==> src/rtl/trap_pkg.sv <==
package trap_pkg;

   // Primary and extended opcode values of the trap family
   localparam logic [5:0] OPC_XFORM = 6'd31;
   localparam logic [5:0] OPC_TWI   = 6'd3;
   localparam logic [5:0] OPC_TDI   = 6'd2;
   localparam logic [9:0] XO_TW     = 10'd4;
   localparam logic [9:0] XO_TD     = 10'd68;

   // Bit positions inside the five-bit condition mask (LSB-numbered)
   localparam int unsigned CND_SLT = 4;
   localparam int unsigned CND_SGT = 3;
   localparam int unsigned CND_EQ  = 2;
   localparam int unsigned CND_ULT = 1;
   localparam int unsigned CND_UGT = 0;
   localparam int unsigned CND_W   = 5;

   typedef enum logic [2:0] {
      FORM_NONE = 3'd0,
      FORM_WREG = 3'd1,
      FORM_DREG = 3'd2,
      FORM_WIMM = 3'd3,
      FORM_DIMM = 3'd4
   } trap_form_e;

   typedef struct packed {
      trap_form_e        form;
      logic [CND_W-1:0]  cmask;
      logic [15:0]       imm;
      logic              is_word;
      logic              is_imm;
   } trap_dec_t;

endpackage

==> src/rtl/trap_decode.sv <==
module trap_decode
   import trap_pkg::*;
#(
   parameter int unsigned ILEN = 32
) (
   input  logic [ILEN-1:0] instr,
   output trap_dec_t       dec
);

   generate
      if (ILEN != 32) begin : g_bad_ilen
         $error("trap_decode: ILEN must be 32");
      end
   endgenerate

   // MSB-numbered bit k is instr[ILEN-1-k]
   localparam int unsigned PO_HI = ILEN - 1;
   localparam int unsigned PO_LO = ILEN - 6;
   localparam int unsigned MK_HI = ILEN - 7;
   localparam int unsigned MK_LO = ILEN - 11;
   localparam int unsigned XO_HI = ILEN - 22;
   localparam int unsigned XO_LO = ILEN - 31;

   logic [5:0] prim;
   logic [9:0] ext;
   logic [5:0] unused_fields;

   assign prim          = instr[PO_HI:PO_LO];
   assign ext           = instr[XO_HI:XO_LO];
   assign unused_fields = {instr[20:16], instr[0]};

   always_comb begin
      dec.cmask = instr[MK_HI:MK_LO];
      dec.imm   = instr[15:0];
      dec.form  = FORM_NONE;
      if (prim == OPC_XFORM && ext == XO_TW)      dec.form = FORM_WREG;
      else if (prim == OPC_XFORM && ext == XO_TD) dec.form = FORM_DREG;
      else if (prim == OPC_TWI)                   dec.form = FORM_WIMM;
      else if (prim == OPC_TDI)                   dec.form = FORM_DIMM;
      dec.is_word = (dec.form == FORM_WREG) || (dec.form == FORM_WIMM);
      dec.is_imm  = (dec.form == FORM_WIMM) || (dec.form == FORM_DIMM);
   end

endmodule

==> src/rtl/trap_compare.sv <==
module trap_compare
   import trap_pkg::*;
#(
   parameter int unsigned W = 64
) (
   input  logic [W-1:0]     a,
   input  logic [W-1:0]     b,
   output logic [CND_W-1:0] hits
);

   generate
      if (W < 2) begin : g_bad_w
         $error("trap_compare: W must be at least 2");
      end
   endgenerate

   logic s_lt, u_lt, eq;

   assign eq   = (a == b);
   assign u_lt = (a < b);
   assign s_lt = ($signed(a) < $signed(b));

   always_comb begin
      hits          = '0;
      hits[CND_SLT] = s_lt;
      hits[CND_SGT] = !s_lt && !eq;
      hits[CND_EQ]  = eq;
      hits[CND_ULT] = u_lt;
      hits[CND_UGT] = !u_lt && !eq;
   end

   // exactly one signed relation and one unsigned relation hold
   always_comb begin
      signed_rel_chk: assert ($onehot({hits[CND_SLT], hits[CND_SGT], hits[CND_EQ]}));
      unsigned_rel_chk: assert ($onehot({hits[CND_ULT], hits[CND_UGT], hits[CND_EQ]}));
   end

endmodule

==> src/rtl/trap_redirect.sv <==
module trap_redirect #(
   parameter int unsigned       XLEN     = 64,
   parameter logic [XLEN-1:0]   VECTOR   = 64'h700,
   parameter int unsigned       STEP     = 4,
   parameter int unsigned       TRAP_BIT = 17
) (
   input  logic            fire,
   input  logic [XLEN-1:0] cia,
   input  logic [XLEN-1:0] status_in,
   output logic [XLEN-1:0] nxt_pc,
   output logic [XLEN-1:0] nxt_fault,
   output logic [XLEN-1:0] nxt_status
);

   generate
      if (TRAP_BIT >= XLEN) begin : g_bad_bit
         $error("trap_redirect: TRAP_BIT outside status word");
      end
   endgenerate

   localparam logic [XLEN-1:0] CAUSE = {{(XLEN-1){1'b0}}, 1'b1} << TRAP_BIT;
   localparam logic [XLEN-1:0] INC   = XLEN'(STEP);

   always_comb begin
      if (fire) begin
         nxt_pc     = VECTOR;
         nxt_fault  = cia;
         nxt_status = status_in | CAUSE;
      end else begin
         nxt_pc     = cia + INC;
         nxt_fault  = '0;
         nxt_status = status_in;
      end
   end

endmodule

==> src/rtl/trap_eval_unit.sv <==
module trap_eval_unit
   import trap_pkg::*;
#(
   parameter int unsigned       XLEN     = 64,
   parameter int unsigned       ILEN     = 32,
   parameter int unsigned       WORD_W   = 32,
   parameter logic [XLEN-1:0]   VECTOR   = 64'h700,
   parameter int unsigned       STEP     = 4,
   parameter int unsigned       TRAP_BIT = 17
) (
   input  logic            clk,
   input  logic            rst_n,
   input  logic            in_valid,
   input  logic [ILEN-1:0] instr,
   input  logic [XLEN-1:0] op_a,
   input  logic [XLEN-1:0] op_b,
   input  logic [XLEN-1:0] cia,
   input  logic [XLEN-1:0] status_in,
   output logic            out_valid,
   output logic            trap_taken,
   output logic            unhandled,
   output logic [XLEN-1:0] fault_addr,
   output logic [XLEN-1:0] saved_status,
   output logic [XLEN-1:0] next_pc
);

   localparam int unsigned IMM_W = 16;

   generate
      if (XLEN < WORD_W || WORD_W < IMM_W) begin : g_bad_widths
         $error("trap_eval_unit: need XLEN >= WORD_W >= 16");
      end
   endgenerate

   trap_dec_t dec;

   trap_decode #(.ILEN(ILEN)) u_dec (
      .instr (instr),
      .dec   (dec)
   );

   // Second operand: register or sign-extended immediate
   logic [XLEN-1:0] b_sel;
   assign b_sel = dec.is_imm ? {{(XLEN-IMM_W){dec.imm[IMM_W-1]}}, dec.imm} : op_b;

   logic [CND_W-1:0] hits_word, hits_full, hits;

   trap_compare #(.W(WORD_W)) u_cmp_word (
      .a    (op_a[WORD_W-1:0]),
      .b    (b_sel[WORD_W-1:0]),
      .hits (hits_word)
   );

   generate
      if (XLEN > WORD_W) begin : g_wide
         trap_compare #(.W(XLEN)) u_cmp_full (
            .a    (op_a),
            .b    (b_sel),
            .hits (hits_full)
         );
      end else begin : g_narrow
         assign hits_full = hits_word;
      end
   endgenerate

   assign hits = dec.is_word ? hits_word : hits_full;

   logic is_family, fire;
   assign is_family = (dec.form != FORM_NONE);
   assign fire      = is_family && |(hits & dec.cmask);

   logic [XLEN-1:0] nxt_pc, nxt_fault, nxt_status;

   trap_redirect #(
      .XLEN(XLEN), .VECTOR(VECTOR), .STEP(STEP), .TRAP_BIT(TRAP_BIT)
   ) u_redir (
      .fire       (fire),
      .cia        (cia),
      .status_in  (status_in),
      .nxt_pc     (nxt_pc),
      .nxt_fault  (nxt_fault),
      .nxt_status (nxt_status)
   );

   always_ff @(posedge clk) begin
      if (!rst_n) begin
         out_valid    <= 1'b0;
         trap_taken   <= 1'b0;
         unhandled    <= 1'b0;
         fault_addr   <= '0;
         saved_status <= '0;
         next_pc      <= '0;
      end else begin
         out_valid <= in_valid;
         if (in_valid) begin
            trap_taken   <= fire;
            unhandled    <= !is_family;
            fault_addr   <= nxt_fault;
            saved_status <= nxt_status;
            next_pc      <= nxt_pc;
         end else begin
            trap_taken   <= 1'b0;
            unhandled    <= 1'b0;
         end
      end
   end

   // ---------------- assertions ----------------

   valid_latency_chk: assert property (@(posedge clk) disable iff (!rst_n)
      1'b1 |=> (out_valid == $past(in_valid)));


   idle_quiet_chk: assert property (@(posedge clk) disable iff (!rst_n)
      !out_valid |-> (!trap_taken && !unhandled));


   excl_outcome_chk: assert property (@(posedge clk) disable iff (!rst_n)
      $onehot0({trap_taken, unhandled}));


   vector_redirect_chk: assert property (@(posedge clk) disable iff (!rst_n)
      (out_valid && trap_taken) |-> (next_pc == VECTOR && saved_status[TRAP_BIT]));


   fault_addr_chk: assert property (@(posedge clk) disable iff (!rst_n)
      in_valid |=> (!trap_taken || fault_addr == $past(cia)));


   seq_flow_chk: assert property (@(posedge clk) disable iff (!rst_n)
      in_valid |=> (trap_taken || next_pc == $past(cia) + XLEN'(STEP)));


   zero_mask_chk: assert property (@(posedge clk) disable iff (!rst_n)
      (in_valid && dec.cmask == '0) |=> !trap_taken);


   full_mask_chk: assert property (@(posedge clk) disable iff (!rst_n)
      (in_valid && is_family && dec.cmask == '1) |=> trap_taken);

endmodule

==> config.mk <==
export PLATFORM = sky130hd
export DESIGN_NAME = trap_eval_unit
export DESIGN_NICKNAME = d
export VERILOG_FILES = /design/src/rtl/trap_pkg.sv /design/src/rtl/trap_decode.sv /design/src/rtl/trap_compare.sv /design/src/rtl/trap_redirect.sv /design/src/rtl/trap_eval_unit.sv
export SDC_FILE = /design/constraint.sdc
export NUM_CORES = 1
export LEC_CHECK = 0
export BUFFER_PORTS_ARGS = -buffer_cell sky130_fd_sc_hd__buf_4
export CAP_MARGIN = 0
export CORE_AREA = 2 2 190 192
export CTS_BUF_LIST = sky130_fd_sc_hd__clkbuf_8 sky130_fd_sc_hd__clkbuf_16
export DETAILED_ROUTE_END_ITERATION = 8
export DIE_AREA = 0 0 192 194
export REMOVE_ABC_BUFFERS = 1
export SETUP_SLACK_MARGIN = 0.05
export SLEW_MARGIN = 30
export SYNTH_ARGS = -nofsm -noshare
export SYNTH_HDL_FRONTEND = slang
export SYNTH_SLANG_ARGS = --single-unit
export TNS_END_PERCENT = 20
==> constraint.sdc <==
create_clock -name clk -period 5.7 [get_ports clk]
set_clock_uncertainty 0.1 [all_clocks]
set_input_delay 1.14 -clock clk [delete_from_list [all_inputs] [get_ports clk]]
set_output_delay 1.14 -clock clk [all_outputs]
set_load 0.05 [all_outputs]
== After elaboration in Yosys (flattened, before gate mapping) ==
Cells that the tools add are included.
Storage, ports and cells
  logic and storage cells: 50
  latch bits: 0
  memories kept: 0
  output and inout port bits: 195
  memory bits (writable): 0
  register bits after elaboration: 195
  ROM bits: 0
Cells by class
  shift operators: 0
  $lt $le $gt $ge: 4
  mux-type cells: 9
  div/mod/pow operators: 0
  $mul: 0
  equal/unequal tests: 10
  add/subtract/negate cells: 1
  reduce and logical (&&, ||, !) cells: 19
  bitwise operators: 1
Operator list (count)
  $mux 64: 3
  $lt 64x64->1: 2
  $add 64x3->64 const B: 1
  $eq 64x64->1: 1
  $lt 32x32->1: 2
  $eq 32x32->1: 1
  $mux 18: 1
  $eq 6x2->1 const B: 2
  $mux 3: 4
  $eq 10x3->1 const B: 1
  $eq 10x7->1 const B: 1
  $logic_and 1x1->1: 7
  $logic_not 1->1: 7
  $eq 6x5->1 const B: 1
  $and 5x5->5: 1
  $mux 5: 1
  $reduce_or 5->1: 1
  $eq 3x1->1 const B: 1
  $eq 3x2->1 const B: 1
  $eq 3x3->1 const B: 1
  $reduce_bool 3->1: 1
  $logic_or 1x1->1: 2
  $reduce_and 2->1: 1

== Depth between registers and ports, before layout ==
  depth after elaboration: 16
  gate-level depth with buffers: 17
  depth with buffers taken out: 12

== Hierarchy ==
A second synthesis with hierarchy kept.
Unflattened totals
  cells, all modules: 1588
  area, all modules: 13785.7 um^2
By module, submodules not included
  trap_eval_unit: area an instance 8214.1 um^2, sequential area each 3903.7 um^2, times used 1, cells each 761
  trap_redirect: area an instance 2726.4 um^2, sequential area each 0.0 um^2, times used 1, cells each 429
  trap_compare (g_wide.u_cmp_full): area an instance 1682.9 um^2, sequential area each 0.0 um^2, times used 1, cells each 241
  trap_compare (u_cmp_word): area an instance 882.1 um^2, sequential area each 0.0 um^2, times used 1, cells each 122
  trap_decode: area an instance 280.3 um^2, sequential area each 0.0 um^2, times used 1, cells each 35

== Worst setup path before layout ==
Ideal clock, no wire load.
  kind: input-to-reg
  from: input port instr[28]
  to: register fault_addr[53]
  buffers on the path: 5
  stages on the path: 17
  arrival time: 5035 ps
  setup slack: 448 ps
  setup time: 117 ps
  required time: 5483 ps
  path through: nor3_1 -> and3_1 -> clkbuf_1 -> buf_1 -> buf_1 -> a21oi_1 -> ha_1 -> nand4_1 -> nor4_1 -> nand4_1 -> o2111ai_1 -> mux2i_1 -> a2111o_1 -> o41a_1 -> buf_2 -> buf_6 -> a32o_1
Between the ends
  cells in the longest elaborated chain, start to end: 16
  elaborated cells between the ends (all ways): 37
RTL lines
  from (decl): RTL line trap_eval_unit.sv:14  | input logic [ILEN-1:0] instr,
  $eq 6x2->1: RTL line trap_decode.sv:39  | else if (prim == OPC_TDI) dec.form = FORM_DIMM;
  $mux 3: RTL line trap_decode.sv:39
  $mux 3: RTL line trap_decode.sv:38  | else if (prim == OPC_TWI) dec.form = FORM_WIMM;
  $mux 3: RTL line trap_decode.sv:37  | else if (prim == OPC_XFORM && ext == XO_TD) dec.form = FORM_DREG;
  $mux 3 (*): RTL line trap_decode.sv:36  | if (prim == OPC_XFORM && ext == XO_TW) dec.form = FORM_WREG;
  $eq 3x2->1 / $eq 3x3->1 (equally long branches): RTL line trap_decode.sv:40, trap_decode.sv:41
  $logic_or 1x1->1: RTL line trap_decode.sv:41  | dec.is_imm = (dec.form == FORM_WIMM) || (dec.form == FORM_DIMM);
  $mux 64: RTL line trap_eval_unit.sv:44  | assign b_sel = dec.is_imm ? {{(XLEN-IMM_W){dec.imm[IMM_W-1]}}, dec.imm} : op_b;
  $lt 64x64->1 (tied with other cells): RTL line trap_compare.sv:20  | assign u_lt = (a < b);
  $logic_not 1->1, on equally long branches: RTL line trap_compare.sv:29, trap_compare.sv:26
  $logic_and 1x1->1, on equally long branches: RTL line trap_compare.sv:29, trap_compare.sv:26
  $mux 5: RTL line trap_eval_unit.sv:66  | assign hits = dec.is_word ? hits_word : hits_full;
  $and 5x5->5: RTL line trap_eval_unit.sv:70  | assign fire = is_family && |(hits & dec.cmask);
  $reduce_or 5->1: RTL line trap_eval_unit.sv:70
  $logic_and 1x1->1 (*): RTL line trap_eval_unit.sv:70
  $mux 64 (*): RTL line trap_redirect.sv:25  | if (fire) begin
  to (signal assigned): RTL line trap_eval_unit.sv:98  | fault_addr <= nxt_fault;
  to (decl): RTL line trap_eval_unit.sv:22  | output logic [XLEN-1:0] fault_addr,
Every way passes the cells marked *; elsewhere a longest branch is shown, timed or not.
A chain may end at the register's enable or synchronous reset.

== Final worst setup path ==
  from: input port instr[28]
  to: register next_pc[8]
Between the ends
  cells in the longest elaborated chain, start to end: 16
  elaborated cells between the ends (all ways): 37
RTL lines
  $eq 6x2->1: RTL line trap_decode.sv:39
  $mux 3: RTL line trap_decode.sv:39
  $mux 3: RTL line trap_decode.sv:38
  $mux 3: RTL line trap_decode.sv:37
  $mux 3 (*): RTL line trap_decode.sv:36
  $eq 3x2->1 / $eq 3x3->1 (equally long branches): RTL line trap_decode.sv:40, trap_decode.sv:41
  $logic_or 1x1->1: RTL line trap_decode.sv:41
  $mux 64: RTL line trap_eval_unit.sv:44
  $lt 64x64->1 (tied with other cells): RTL line trap_compare.sv:20
  $logic_not 1->1, on equally long branches: RTL line trap_compare.sv:29, trap_compare.sv:26
  $logic_and 1x1->1, on equally long branches: RTL line trap_compare.sv:29, trap_compare.sv:26
  $mux 5: RTL line trap_eval_unit.sv:66
  $and 5x5->5: RTL line trap_eval_unit.sv:70
  $reduce_or 5->1: RTL line trap_eval_unit.sv:70
  $logic_and 1x1->1 (*): RTL line trap_eval_unit.sv:70
  $mux 64 (*): RTL line trap_redirect.sv:25
  to (signal assigned): RTL line trap_eval_unit.sv:100  | next_pc <= nxt_pc;
  to (decl): RTL line trap_eval_unit.sv:24  | output logic [XLEN-1:0] next_pc
Marks and branches as above.

==> metrics <==
status complete, no violations; clk slew on worst S/H paths ~0.080 ns; clock root buffer clkbuf_16; Synth Warn # 0; Simple-Gate Fraction of Synth Area 0.154; async set-or-reset flop fraction in the synthesized netlist 0; Initial Util 0.278; Max-Cap Viols 0; unrepaired setup endpoints after global routing false; global-route usage over all layers 0.193; final hold viol count 0; max incr delay on CP 0.54 ns; share of layout cells above drive strength 1 0.365; P&R area growth vs syn 47.6%; die height 194 microns; synthesized area 9790 sq um; most frequent cell after synthesis dfxtp_1; Die Wd 192 microns; largest family of logic cells by synthesized area compound AO/OA/AOI/OAI gates; pin count of the biggest net entering global routing 71; adder-cell share of the synthesized area 0.0831; Antenna Nets Post-Route 0; Setup CP Type input port to flop; Lkg Pwr 6.58 nW; most common flop cell mapped by yosys dfxtp_1; Tcrit/Tclk final 0.879; row count 69; number of antenna violations at the first check in global routing 2; io pins slightly below 500; cts bufs inserted 17; largest cells by area after synthesis dfxtp_1 (40%), a32o_1 (10%), ha_1 (8.3%); critical path, cell by cell buf_4, nor3_1, buf_4, and3_1, buf_12, a21oi_1, ha_1, nand4_1, nor3_1, nand4_1, o2111ai_1, mux2i_1, a2111o_1, o41ai_4, buf_12, a31oi_1; PnR worst setup slack 0.688 ns; met2 routed WL 18200 microns; CP Max Fanout approximately 50; met1 wire length roughly 16000 microns; filler instances about 3.5k; Rel. slew slack 0.335; Multi-input gate area 5560 sq um; min cycle time layout 5.01 ns; mux share of post-synthesis cell area 0.0809; Core ar. 35200 sq um; worst-margin pin slew 0.997 ns; post-synth top area share 0.399; initial drt markers 474; hpwl dp between 20000 and 30000 microns; Critical Path RT 5.87 ns; gpl congestion roughly 0.93; CTS tree yes; Compound-Gate Fraction of Synth Area 0.195; Final Util 0.410; maximum clock path buffer count 2; routed wl met3 2440 microns; 1st-pass router iterations 4; worst hold path class flop to flop; Area after DPL 13900 sq um; flops & latches, synth between 150 and 200; wire length of the first global-routing pass 54900 microns; WP data arrival 5.18 ns; count of different cell masters after synthesis between 50 and 60; Worst-Skew Late Latency 0.44 ns; post-CTS sizing 0; crit path buf inv count 4; Setup TNS 0 ns; worst slack at placement around 0.26 ns; Cells after Synth 1020; DRC viols 0; Port Buf Inserts 480; commonest cells in the netlist dfxtp_1 (195), a32o_1 (100), nand2_1 (88); P per Cell Area 240 nW/um^2; Mean Syn Cell Area roughly 9.6 sq um; WL final about 37000 microns; Setup Buffers After CTS 0; Seq/Total Area, Yosys 0.399; highest routed layer met4; Crit path max-delay family simple AND/OR/NAND/NOR gates; via count roughly 9.6k; crit path capture type flop; Synth area leader dfxtp_1; Final #Nets approximately 1.8k; Final setup violation count 0; DR vias/cell 4.97; gr ovfl total 0; total power 0.00347 W; FF/Latch Area 3900 sq um; CTS Sinks 195; XOR/XNOR Fraction of Synth Area 0.0537; maximum VDD drop 0.194 mV; Slew Limit Fails 0; number of global-route vias before repair 9240; Post-synth EDFFs 0; H-tree depth 4; WL/cell roughly 19 microns; die area about 37000 sq um; hold-fix buffers at CTS 0; CP Launch Type input port; Fmax 200 MHz; Final Cell Area 14400 sq um; Crit-path slowest cell nor3_1
[flip-flops by register name, summed over array words and instances (netlist names)]
signal        count
fault_addr       64
next_pc          64
out_valid         1
saved_status     64
unhandled         1
trap_taken        1
[worst paths after layout]
| path | cells after the start | from | slack, ns | endpoint |
|---|---|---|---|---|
| setup / recovery | 16 | instr[28] | 0.69 | next_pc[8]$_SDFFE_PN0P_ |
| hold / removal | 2 | next_pc[1]$_SDFFE_PN0P_ | 0.36 | next_pc[1]$_SDFFE_PN0P_ |
| setup reg to reg | 2 | saved_status[17]$_SDFFE_PN0P_ | 4.90 | saved_status[17]$_SDFFE_PN0P_ |
| hold reg to reg | 2 | next_pc[1]$_SDFFE_PN0P_ | 0.36 | next_pc[1]$_SDFFE_PN0P_ |
[where the power goes]
part	internal, W	leakage [nW]	switching [W]
combinational	0.000338	4.70	0.000471
clock	0.000589	0.280	0.000618
sequential	0.00142	1.60	0.0000309
[routing by layer]
metal	GRT usage	up-vias
met5	0	-
met4	0.0647	0
met3	0.0494	42
met2	0.321	290
met1	0.241	4594
li1	-	4696
[kinds of logic (layout without fill, tap and decap cells)]
kind of cell               after synthesis  after routing
and+or+nand+nor                        286            286
buffers and inverters                   86            540
adders and majority gates               65             65
other                                    0              2
xor gates and xnor gates                60             60
DFF                                    195            195
muxes                                   79             79
AOI/OAI and AO/OA                      249            249
[layout make-up]
type / instances / share of cell area
inverters: 15 / 0.00407
multi-input cells: 739 / 0.385
clock buffers: 17 / 0.0294
diodes: 2 / 0.000346
repair buffers: 493 / 0.261
flip-flops and latches: 195 / 0.270
well taps: 461 / 0.0399
clock inverters: 15 / 0.0108
[metrics by stage]
| stage | hold slack [ns] | std cells |
|---|---|---|
| 2_1_floorplan | 0.579 | 949 |
| 3_3_place_gp | 0.334 | 1903 |
| 3_5_place_dp | 0.345 | 1903 |
| 4_1_cts | 0.363 | 1935 |
| 5_1_grt | 0.384 | 1936 |
| 6_report | 0.360 | 1937 |
[cell usage in the layout, fill, tap and decap left out, types with 3 or more instances in the layout]
| cell | Yosys | final |
|---|---|---|
| and4_1 | 9 | 9 |
| nor2b_1 | 67 | 66 |
| and3_1 | 11 | 11 |
| inv_8 | 0 | 5 |
| mux2i_1 | 78 | 78 |
| nand2_1 | 88 | 87 |
| nand3_1 | 30 | 30 |
| a21oi_1 | 75 | 75 |
| a221oi_1 | 3 | 3 |
| nor3_1 | 17 | 17 |
| buf_12 | 0 | 5 |
| and2_1 | 3 | 3 |
| inv_1 | 15 | 14 |
| o211ai_1 | 3 | 3 |
| nor4_1 | 5 | 5 |
| o31ai_1 | 4 | 4 |
| inv_6 | 0 | 4 |
| xor2_1 | 23 | 23 |
| clkbuf_16 | 0 | 17 |
| xnor2_1 | 37 | 37 |
| a21boi_0 | 3 | 3 |
| ha_1 | 65 | 65 |
| o21ai_0 | 30 | 30 |
| buf_4 | 0 | 488 |
| nor2_1 | 23 | 23 |
| dfxtp_1 | 195 | 195 |
| a31oi_1 | 3 | 3 |
| nand4_1 | 24 | 24 |
| a32o_1 | 100 | 100 |
| a21o_1 | 4 | 4 |
[worst register-to-register path: cells and delay by family, from the launching register on]
kind | cells | cell delay [ns]
compound gates | 2 | 0.26
flops | 1 | 0.32
No activity file was read; power rests on OpenSTA's default activity.
